[src/rtl/wcpu_pkg.sv]
// Package: shared encodings and state type for the word-aligned core.
// Assumes opcodes are full 32-bit words compared exactly.
package wcpu_pkg;
    localparam logic [31:0] OP_HLT  = 32'h01;
    localparam logic [31:0] OP_LOAD = 32'h10;
    localparam logic [31:0] OP_MOV  = 32'h11;
    localparam logic [31:0] OP_ADD  = 32'h30;
    localparam logic [31:0] OP_SUB  = 32'h31;
    localparam logic [31:0] OP_JMP  = 32'h40;
    localparam logic [31:0] OP_JZ   = 32'h41;
    localparam logic [31:0] OP_JNZ  = 32'h42;
    localparam logic [31:0] OP_CALL = 32'h72;
    localparam logic [31:0] OP_RET  = 32'h73;

    localparam int FLAG_Z = 0;
    localparam int FLAG_C = 1;
    localparam int FLAG_N = 2;

    typedef enum logic [3:0] {
        ST_FETCH, ST_FWAIT, ST_A1, ST_A1W, ST_A2, ST_A2W,
        ST_EXEC, ST_PUSH, ST_POP, ST_POPW, ST_HALT
    } cpu_state_e;

    // Number of operand words that follow an opcode word.
    function automatic logic [1:0] arg_count(input logic [31:0] op);
        case (op)
            OP_LOAD, OP_MOV, OP_ADD, OP_SUB: return 2'd2;
            OP_JMP, OP_JZ, OP_JNZ, OP_CALL:  return 2'd1;
            default:                         return 2'd0;
        endcase
    endfunction
endpackage

[src/rtl/wcpu_regfile.sv]
// Register file: NREG words, two asynchronous read ports, one write port.
// Assumes every entry clears on synchronous active-low reset.
module wcpu_regfile #(
    parameter int NREG   = 16,
    parameter int DATA_W = 32,
    localparam int IDX_W = $clog2(NREG)
) (
    input  logic              clk,
    input  logic              rst_n,
    input  logic              we,
    input  logic [IDX_W-1:0]  widx,
    input  logic [DATA_W-1:0] wdata,
    input  logic [IDX_W-1:0]  ra_idx,
    input  logic [IDX_W-1:0]  rb_idx,
    output logic [DATA_W-1:0] ra_data,
    output logic [DATA_W-1:0] rb_data
);
    logic [DATA_W-1:0] regs [NREG];

    // Storage update: clear on reset, otherwise single write.
    always_ff @(posedge clk) begin
        if (!rst_n) begin
            for (int i = 0; i < NREG; i++) regs[i] <= '0;
        end else if (we) begin
            regs[widx] <= wdata;
        end
    end

    // Read ports.
    assign ra_data = regs[ra_idx];
    assign rb_data = regs[rb_idx];
endmodule

[src/rtl/wcpu_alu.sv]
// Adder/subtractor with zero, carry/borrow and sign flag outputs.
// Assumes unsigned carry semantics: add carries on wrap, subtract on borrow.
module wcpu_alu #(
    parameter int DATA_W = 32
) (
    input  logic [DATA_W-1:0] a,
    input  logic [DATA_W-1:0] b,
    input  logic              do_sub,
    output logic [DATA_W-1:0] res,
    output logic              fz,
    output logic              fc,
    output logic              fn
);
    // Result and flag generation.
    always_comb begin
        if (do_sub) begin
            res = a - b;
            fc  = (a < b);
        end else begin
            res = a + b;
            fc  = (res < a);
        end
        fz = (res == '0);
        fn = res[DATA_W-1];
    end
endmodule

[src/rtl/wcpu_core.sv]
// Multi-cycle core: fetches word-aligned instructions one word per request,
// executes register, flag, branch and stack operations, halts on HLT or
// an unknown opcode. Assumes one outstanding read at a time, answered by
// mem_rsp_valid in a later cycle than its acceptance.
module wcpu_core
    import wcpu_pkg::*;
#(
    parameter int ADDR_W = 16,
    parameter int DATA_W = 32,
    parameter int NREG   = 16,
    localparam int IDX_W = $clog2(NREG)
) (
    input  logic              clk,
    input  logic              rst_n,
    output logic              mem_req_valid,
    input  logic              mem_req_ready,
    output logic              mem_req_write,
    output logic [ADDR_W-1:0] mem_req_addr,
    output logic [DATA_W-1:0] mem_req_wdata,
    input  logic              mem_rsp_valid,
    input  logic [DATA_W-1:0] mem_rsp_rdata,
    output logic              halted,
    output logic [2:0]        flags,
    output logic              wb_valid,
    output logic [IDX_W-1:0]  wb_idx,
    output logic [DATA_W-1:0] wb_data
);
    localparam logic [ADDR_W:0]   SP_INIT = {1'b1, {ADDR_W{1'b0}}};
    localparam logic [ADDR_W-1:0] STEP1   = ADDR_W'(4);
    localparam logic [ADDR_W-1:0] STEP2   = ADDR_W'(8);
    localparam logic [ADDR_W-1:0] STEP3   = ADDR_W'(12);

    cpu_state_e        state_q;
    logic [ADDR_W-1:0] pc_q;
    logic [ADDR_W:0]   sp_q;
    logic [DATA_W-1:0] opc_q;
    logic [ADDR_W-1:0] arg1_q;
    logic [DATA_W-1:0] arg2_q;
    logic [2:0]        flags_q;
    logic              wbv_q;
    logic [IDX_W-1:0]  wbi_q;
    logic [DATA_W-1:0] wbd_q;

    logic [IDX_W-1:0]  ra_idx, rb_idx;
    logic [DATA_W-1:0] ra_data, rb_data, alu_res, rf_wdata;
    logic              alu_z, alu_c, alu_n, rf_we, is_arith;

    assign ra_idx   = arg1_q[IDX_W-1:0];
    assign rb_idx   = arg2_q[IDX_W-1:0];
    assign is_arith = (opc_q == OP_ADD) || (opc_q == OP_SUB);
    assign rf_we    = (state_q == ST_EXEC) &&
                      (is_arith || opc_q == OP_LOAD || opc_q == OP_MOV);

    wcpu_regfile #(.NREG(NREG), .DATA_W(DATA_W)) u_rf (
        .clk(clk), .rst_n(rst_n), .we(rf_we), .widx(ra_idx), .wdata(rf_wdata),
        .ra_idx(ra_idx), .rb_idx(rb_idx), .ra_data(ra_data), .rb_data(rb_data)
    );

    wcpu_alu #(.DATA_W(DATA_W)) u_alu (
        .a(ra_data), .b(rb_data), .do_sub(opc_q == OP_SUB),
        .res(alu_res), .fz(alu_z), .fc(alu_c), .fn(alu_n)
    );

    // Write-back value selection.
    always_comb begin
        case (opc_q)
            OP_LOAD: rf_wdata = arg2_q;
            OP_MOV:  rf_wdata = rb_data;
            default: rf_wdata = alu_res;
        endcase
    end

    // Memory request generation from the current state.
    always_comb begin
        mem_req_valid = 1'b0;
        mem_req_write = 1'b0;
        mem_req_addr  = pc_q;
        mem_req_wdata = DATA_W'(pc_q + STEP2);
        case (state_q)
            ST_FETCH: mem_req_valid = 1'b1;
            ST_A1:    begin mem_req_valid = 1'b1; mem_req_addr = pc_q + STEP1; end
            ST_A2:    begin mem_req_valid = 1'b1; mem_req_addr = pc_q + STEP2; end
            ST_PUSH:  begin
                mem_req_valid = 1'b1;
                mem_req_write = 1'b1;
                mem_req_addr  = sp_q[ADDR_W-1:0];
            end
            ST_POP:   begin mem_req_valid = 1'b1; mem_req_addr = sp_q[ADDR_W-1:0]; end
            default:  ;
        endcase
    end

    // Sequencer: fetch, operand reads, execute, stack access, halt.
    always_ff @(posedge clk) begin
        if (!rst_n) begin
            state_q <= ST_FETCH;
            pc_q    <= '0;
            sp_q    <= SP_INIT;
            opc_q   <= '0;
            arg1_q  <= '0;
            arg2_q  <= '0;
            flags_q <= '0;
            wbv_q   <= 1'b0;
            wbi_q   <= '0;
            wbd_q   <= '0;
        end else begin
            wbv_q <= rf_we;
            if (rf_we) begin
                wbi_q <= ra_idx;
                wbd_q <= rf_wdata;
            end
            case (state_q)
                ST_FETCH: if (mem_req_ready) state_q <= ST_FWAIT;
                ST_FWAIT: if (mem_rsp_valid) begin
                    opc_q <= mem_rsp_rdata;
                    if (arg_count(mem_rsp_rdata) != 2'd0) begin
                        state_q <= ST_A1;
                    end else if (mem_rsp_rdata == OP_RET) begin
                        state_q <= ST_POP;
                    end else begin
                        pc_q    <= pc_q + STEP1;
                        state_q <= ST_HALT;
                    end
                end
                ST_A1:    if (mem_req_ready) state_q <= ST_A1W;
                ST_A1W:   if (mem_rsp_valid) begin
                    arg1_q  <= mem_rsp_rdata[ADDR_W-1:0];
                    state_q <= (arg_count(opc_q) == 2'd2) ? ST_A2 : ST_EXEC;
                end
                ST_A2:    if (mem_req_ready) state_q <= ST_A2W;
                ST_A2W:   if (mem_rsp_valid) begin
                    arg2_q  <= mem_rsp_rdata;
                    state_q <= ST_EXEC;
                end
                ST_EXEC: begin
                    state_q <= ST_FETCH;
                    case (opc_q)
                        OP_LOAD, OP_MOV: pc_q <= pc_q + STEP3;
                        OP_ADD, OP_SUB: begin
                            pc_q    <= pc_q + STEP3;
                            flags_q <= {alu_n, alu_c, alu_z};
                        end
                        OP_JMP:  pc_q <= arg1_q;
                        OP_JZ:   pc_q <= flags_q[FLAG_Z]  ? arg1_q : pc_q + STEP2;
                        OP_JNZ:  pc_q <= !flags_q[FLAG_Z] ? arg1_q : pc_q + STEP2;
                        OP_CALL: begin
                            sp_q    <= sp_q - (ADDR_W+1)'(4);
                            state_q <= ST_PUSH;
                        end
                        default: state_q <= ST_HALT;
                    endcase
                end
                ST_PUSH:  if (mem_req_ready) begin
                    pc_q    <= arg1_q;
                    state_q <= ST_FETCH;
                end
                ST_POP:   if (mem_req_ready) state_q <= ST_POPW;
                ST_POPW:  if (mem_rsp_valid) begin
                    pc_q    <= mem_rsp_rdata[ADDR_W-1:0];
                    sp_q    <= sp_q + (ADDR_W+1)'(4);
                    state_q <= ST_FETCH;
                end
                default:  state_q <= ST_HALT;
            endcase
        end
    end

    assign halted   = (state_q == ST_HALT);
    assign flags    = flags_q;
    assign wb_valid = wbv_q;
    assign wb_idx   = wbi_q;
    assign wb_data  = wbd_q;
endmodule

[config.mk]
export PLATFORM = sky130hd
export DESIGN_NAME = wcpu_core
export DESIGN_NICKNAME = d
export VERILOG_FILES = /design/src/rtl/wcpu_pkg.sv /design/src/rtl/wcpu_regfile.sv /design/src/rtl/wcpu_alu.sv /design/src/rtl/wcpu_core.sv
export SDC_FILE = /design/constraint.sdc
export NUM_CORES = 1
export LEC_CHECK = 0
export BUFFER_PORTS_ARGS = -buffer_cell sky130_fd_sc_hd__buf_2
export CORE_MARGIN = 8
export CORE_UTILIZATION = 31
export CTS_CLUSTER_DIAMETER = 200
export DETAILED_ROUTE_END_ITERATION = 10
export GPL_TIMING_DRIVEN = 0
export PLACE_DENSITY = 0.57
export SETUP_SLACK_MARGIN = 0.1
export SLEW_MARGIN = 15
export SYNTH_ARGS = -nofsm -noshare
export SYNTH_HDL_FRONTEND = slang
export SYNTH_HIERARCHICAL = 1
export SYNTH_SLANG_ARGS = --single-unit
[constraint.sdc]
create_clock -name clk -period 5.2 [get_ports clk]
set_input_delay 0 -clock clk [delete_from_list [all_inputs] [get_ports clk]]
set_output_delay 0 -clock clk [all_outputs]
set_load 0.005 [all_outputs]
==> flow_summary.toml, run 1 <==
[run_status]
status = "complete, but fails checks"
violations = "setup timing"

[logic_synthesis]
yosysSeqAreaShare_pct = 45.71
synthArstFlopShare_pct = 0
synth_seq_cells = 666
synth_area_per_cell_um2 = 11.32
netlist_instances = 3566
synth_edf_count = 512
ys.flop_type = "edfxtp_1"
yosys_warnings = 6
synth.distinct_cells = 103
netlist_area_mm2 = 0.04038

[cts]
clkSinkCount = 666
root_buffer = "clkbuf_16"
htree_levels = 3
cts_buffer_depth = 3
clk_pin_slew_ps = 60
cts_tree = "done"
numCtsBuffers = 77
insertion_delay_ps = 660

[route]
vias = 32350
wl_met3_um = 14570
viasPerCell = 5.587
drt_iter0_markers = 3749
wl_per_cell_um = 26.27
wl_met1_um = 60440
wl_met2_um = 70580
drtPass1Iterations = 6
ant_nets = 0
wl_um = 152100
highest_layer = "met4"
drc = 0

[run]
max-cap-violations = 0

[timing]
finClkSkew_ps = 31.07
min_period_ps = 5977
setup_tns_ps = -22950
setup_viol = 100
slew_headroom_pct = 21.57
maxSlewViolCount = 0
min_period_over_period_pct = 115.0
grt_setup_unrepaired = "true"
hold_viol = 0
fmax_mhz = 167.3
layout_setup_ws_ps = -777.5
tightest_slew_ps = 1176

[place]
placed_area_mm2 = 0.04407
io_buffers = 110
finalWeightedCongestion = 0.9224
dp_hpwl_um = 108500
dp_cells = 5457

[min_path]
min_from = "mem_rsp_valid"
hp-class = "primary input to register"
hold_path_depth = 4
hold_path_end = "sp_q[15]$_SDFFE_PN0P_"

[worst_setup_path]
critical_path.max_fanout = 5
cp-start-kind = "register"
cp-end-kind = "register"
r2r_start = "arg1_q[0]$_SDFFE_PN0P_"
criticalPathCategory = "register to register"
rrSetupSlack_ps = -780
reg2regPathDepth = 22
required_ps = 5770
crit_arrival_ps = 6540
r2r-end = "flags[0]$_SDFFE_PN0P_"

[global_route]
grt_pass1_vias = 31140
antenna_found_initial = 9
grt_pass1_wl_um = 215500
grt-ovfl-total = 0
grt_use_total_pct = 20.28
grt_max_degree = 33

[floorplanning]
start_util_pct = 31.22
rows = 132
dieArea_mm2 = 0.1421
die_w_um = 376.9
chipHeight_um = 376.9
coreArea_mm2 = 0.1293
io_pins = 127

[layout]
nNetsFinal = 4132
layout_commonest_cell = "edfxtp_1"
area_delta_synth_final_pct = 25.71
drive_above_1_share_pct = 31.14
layout.cells.non_filler = 5789
final_cell_mix = "edfxtp_1 (512), and2_1 (455), nand2_1 (324)"
design_area_mm2 = 0.05076
fin_util_pct = 39.25

[pwr]
ir_worst_vdd_uv = 244.6
power_density_mw_per_mm2 = 294.8
finalPower_mw = 14.96
p_leak_nw = 18.26
## through the flow
| step | setup slack [ps] | hold WS [ps] |
|---|---|---|
| 2_1_floorplan | -46.27 | 125.6 |
| 4_1_cts | -862.5 | 80.43 |
| 6_report | -777.5 | 97.68 |
| 3_3_place_gp | -4080 | 278.1 |
| 3_5_place_dp | -2139 | 276.6 |
| 5_1_grt | -833.2 | 151.9 |
## worst max-delay path: stages, from the launching register on
cell and delay [ps]:
dfxtp_4 460, buf_12 190, buf_12 130, mux4_2 490, a22oi_2 220, nand2_2 180
inv_2 120, ha_4 160, inv_2 40, fa_2 350, a21o_1 210, nand3_2 90
o311ai_4 120, xor2_2 200, nor4b_2 270, or4b_4 500, or4_4 440, or4_4 440
or4b_4 520, nor4b_4 250, and4b_1 270, nand3_1 80, a21oi_1 140
## registers in the layout, indices dropped and copies added (netlist names)
signal	flops
pc_q	16
arg2_q	32
wb_data	32
wb_valid	1
opc_q	32
wb_idx	4
sp_q	14
u_rf/regs	512
state_q	4
flags	3
arg1_q	16
## synth_stat cells, types with 17 or more instances
library cell	number	area [um^2]
o31ai_1	19	142.6
buf_2	31	155.2
buf_1	24	90.09
xnor2_1	63	551.8
and2_1	520	3253
dfxtp_1	154	3083
a21o_1	21	157.7
clkbuf_1	205	769.5
xor2_1	31	271.5
ha_1	109	1364
a21oi_1	224	1121
mux2_2	58	653.1
o211ai_1	17	127.6
a31oi_1	22	137.6
nand4_1	19	118.9
nand3_1	50	250.2
nand2_1	368	1381
a22oi_1	143	1074
mux2i_1	18	180.2
inv_1	108	405.4
nor2_1	136	510.5
and3_1	17	106.4
edfxtp_1	512	15370
o21ai_0	68	340.3
nor2b_1	29	181.4
mux4_2	256	5766
nor3_1	34	170.2
nor4_1	20	125.1
buf_4	42	315.3
## report_power, final
part	internal (mW)	switching [mW]	total, mW
Clock	2.99	2.34	5.33
Combinational	1.41	2.19	3.60
Sequential	5.91	0.127	6.03
Total	10.3	4.65	15.0
## what timing repair did
item / CTS / global route
setup buffers: 47 / 101
setup endpoints to repair: 480 / 531
hold endpoints to repair: 98 / 0
cloned: 3 / 8
resized for setup: 290 / 402
pin swaps: 38 / 79
hold buffers: 34 / 0
## metal layers
metal / vias up / track usage, %
met3: 367 / 4.444
met4: 0 / 7.763
met1: 16230 / 26.49
met2: 1699 / 32.92
li1: 14050 / -
met5: - / 0
## worst max-delay path by stage
stage | start | endpoint | slack (ps)
2_1_floorplan | arg1_q[0]$_SDFFE_PN0P_ | flags[0]$_SDFFE_PN0P_ | -50
3_3_place_gp | opc_q[20]$_SDFFE_PN0P_ | u_rf/regs[13][13]$_SDFFCE_PN0P_ | -4080
3_5_place_dp | arg2_q[1]$_SDFFE_PN0P_ | flags[1]$_SDFFE_PN0P_ | -2140
4_1_cts | arg2_q[0]$_SDFFE_PN0P_ | flags[0]$_SDFFE_PN0P_ | -860
5_1_grt | arg2_q[0]$_SDFFE_PN0P_ | flags[0]$_SDFFE_PN0P_ | -830
6_report | arg1_q[0]$_SDFFE_PN0P_ | flags[0]$_SDFFE_PN0P_ | -780
## area by class of cell
| class | instances | area, um^2 |
|---|---|---|
| Clock inverter | 45 | 367.9 |
| Clock buffer | 96 | 2095 |
| Tap cell | 1742 | 2180 |
| Buffer | 307 | 2028 |
| Multi-Input combinational cell | 2495 | 22090 |
| Fill cell | 12250 | 78560 |
| Sequential cell | 666 | 18470 |
| Inverter | 110 | 416.7 |
| Timing Repair Buffer | 327 | 3099 |
| Antenna cell | 1 | 2.502 |
## logic make-up after synthesis
kind of cell / after synthesis / share of synthesized area, %
and+or+nand+nor: 1279 / 16.90
DFF: 666 / 45.71
AOI/OAI and AO/OA: 653 / 10.71
buffers and inverters: 420 / 4.478
muxes: 341 / 16.62
adders and majority gates: 112 / 3.527
xor gates and xnor gates: 94 / 2.039
other: 1 / 0.009288
No activity file was read; power rests on OpenSTA's default activity.
==> run 2: changes to the inputs <==
--- a/config.mk
+++ b/config.mk
@@ -6,7 +6,8 @@
 export NUM_CORES = 1
 export LEC_CHECK = 0
 export BUFFER_PORTS_ARGS = -buffer_cell sky130_fd_sc_hd__buf_2
-export CORE_MARGIN = 8
+export CORE_ASPECT_RATIO = 1.1
+export CORE_MARGIN = 2
 export CORE_UTILIZATION = 31
 export CTS_CLUSTER_DIAMETER = 200
 export DETAILED_ROUTE_END_ITERATION = 10
==> flow_summary.toml, run 2 (same netlist as run 1, synthesis figures left out) <==
[global_route]
grt_pass1_wl_um = 220400
grt_busiest_layer = "met2"
gr-usage-met3_pct = 5.656
grt-ovfl-total = 0
grt_use_total_pct = 22.71
antenna_found_initial = 6
grtUsageMet1_pct = 27.63
grtUsageMet2_pct = 37.34
grt_max_degree = 33
grt_pass1_vias = 31630

[cts]
clkSinkCount = 666
numCtsBuffers = 80
cts_buffer_depth = 3
clk_pin_slew_ps = 60
root_buffer = "clkbuf_16"
htree_levels = 3
insertion_delay_ps = 690
cts_tree = "done"

[timing]
setup_tns_ps = -38790
fmax_mhz = 163.9
hold_ws_ps = 116.8
min_period_ps = 6102
grt_setup_unrepaired = "true"
slew_headroom_pct = 16.81
tightest_slew_ps = 1248
finClkSkew_ps = 36.30
min_period_over_period_pct = 117.3
layout_setup_ws_ps = -901.5
hold_viol = 0
setup_viol = 147
maxSlewViolCount = 0

[run_status]
status = "complete, but fails checks"
violations = "setup timing"

[route]
vias = 31980
viasPerCell = 5.681
drc = 0
drt_iter0_markers = 3508
wl_um = 155400
drtPass1Iterations = 6
wl_per_cell_um = 27.61
ant_nets = 0

[pwr]
p_int_mw = 10.37
swShare_pct = 31.30
power_density_mw_per_mm2 = 307.7
pwr-share-comb_pct = 22.5
seqPwrFrac_pct = 40.0
ir_worst_vdd_uv = 276.9
p_leak_nw = 17.47
p_switching_mw = 4.725
power_frac_clock_pct = 37.5

[layout]
drive_above_1_share_pct = 26.21
layout.cells.non_filler = 5629
nNetsFinal = 4030
final_cell_mix = "and2_1 (518), edfxtp_1 (512), nand2_1 (331)"
regMostFlops = "u_rf/regs"
largest_register_ffs = 512
fin_util_pct = 38.04
area_delta_synth_final_pct = 21.51
diodes = 0
layout_commonest_cell = "and2_1"
fillers = 12550

[min_path]
hold_path_depth = 5
hp-class = "primary input to register"

[place]
io_buffers = 110
dp_cells = 5391
dp_hpwl_um = 113700
dp_slack_ps = -2211
finalWeightedCongestion = 0.9563

[worst_setup_path]
critical_path.max_fanout = 7
path_depth = 20
cp-end-kind = "register"
max_stage_delay_ps = 550
crit_buf_inv = 3
crit_arrival_ps = 6710
criticalPathCategory = "register to register"
cp-start-kind = "register"
reg2regPathDepth = 20
required_ps = 5810
crit_chain = "buf_12 -> buf_16 -> buf_16 -> mux4_2 -> a22oi_2 -> nand2_2 -> fa_2 -> nand2b_4 -> a31oi_4 -> o311ai_4 -> xor2_1 -> nor4b_2 -> or4b_4 -> or4_4 -> or4_4 -> or4b_4 -> nor4b_4 -> and4b_1 -> nand3_1 -> a21oi_1"
cp_top_family = "simple AND/OR/NAND/NOR gates"
cp_slowest_cell = "or4b_4"

[floorplanning]
dieArea_mm2 = 0.1332
io_pins = 127
chipHeight_um = 382.5
coreArea_mm2 = 0.1290
rows = 138
start_util_pct = 31.30
die_w_um = 348.1

[run]
max-cap-violations = 0
run 2: cell count changes in the layout (fill, tap and decap cells not counted), sizes merged, moves of 2 or more:
cell | before | now
buf | 403 | 299
clkinv | 36 | 28
clkbuf | 293 | 304
clkdlybuf4s18 | 0 | 2
run 2: what timing repair did:
action                                  CTS  global route
endpoints found under the hold margin    95             0
cloned                                    1             1
pin swaps                                15            59
resized for setup                       228           240
setup buffers                            16            44
hold buffers                             34             0
endpoints found under the setup margin  635           348
run 2: worst paths after layout:
| path | start | to | slack (ps) |
|---|---|---|---|
| max | arg1_q[0]$_SDFFE_PN0P_ | flags[0]$_SDFFE_PN0P_ | -900 |
| min reg2reg | wb_data[2]$_SDFFE_PN0P_ | wb_data[2]$_SDFFE_PN0P_ | 450 |
| max reg2reg | arg1_q[0]$_SDFFE_PN0P_ | flags[0]$_SDFFE_PN0P_ | -900 |
| min | mem_rsp_valid | arg2_q[1]$_SDFFE_PN0P_ | 120 |
run 2: area by class of cell:
cell class	instances	area (um^2)	share of cell area (%)
multi-input cells	2494	21540	43.90
flip-flops and latches	666	18480	37.66
clock buffers	109	2237	4.560
well taps	1680	2102	4.285
repair buffers	227	1993	4.063
plain buffers	303	1909	3.892
inverters	110	416.7	0.8493
clock inverters	40	385.4	0.7855
run 2: layer usage:
layer	vias to the layer above	share of wire [%]
met3	370	10
met5	-	0.0097
met2	1743	47
met4	2	5.4
li1	13860	-
met1	16000	38
run 2: tightest hold or removal path, cell delays in order:
cell      delay, ps
clkbuf_1        260
nand2_1         170
nor2_1          130
nand2_1         100
a21oi_1          60
run 2: power groups by stage:
| stage | sequential, mW | combinational [mW] | clock, mW |
|---|---|---|---|
| floorplan | 6.10 | 1.87 | 0 |
| CTS | 6.03 | 3.13 | 5.73 |
| global placement | 6.17 | 2.91 | 0 |
| detailed placement | 6.15 | 2.98 | 0 |
| global route | 6.06 | 3.63 | 5.93 |
| finish | 6.04 | 3.40 | 5.66 |
run 2: per-stage QoR:
step | power, mW | cell area (um^2)
after global routing | 15.62 | 49060
after floorplan | 7.969 | 40510
after detailed placement | 9.130 | 43880
final | 15.10 | 49060
after CTS | 14.89 | 47700
after global placement | 9.077 | 43160
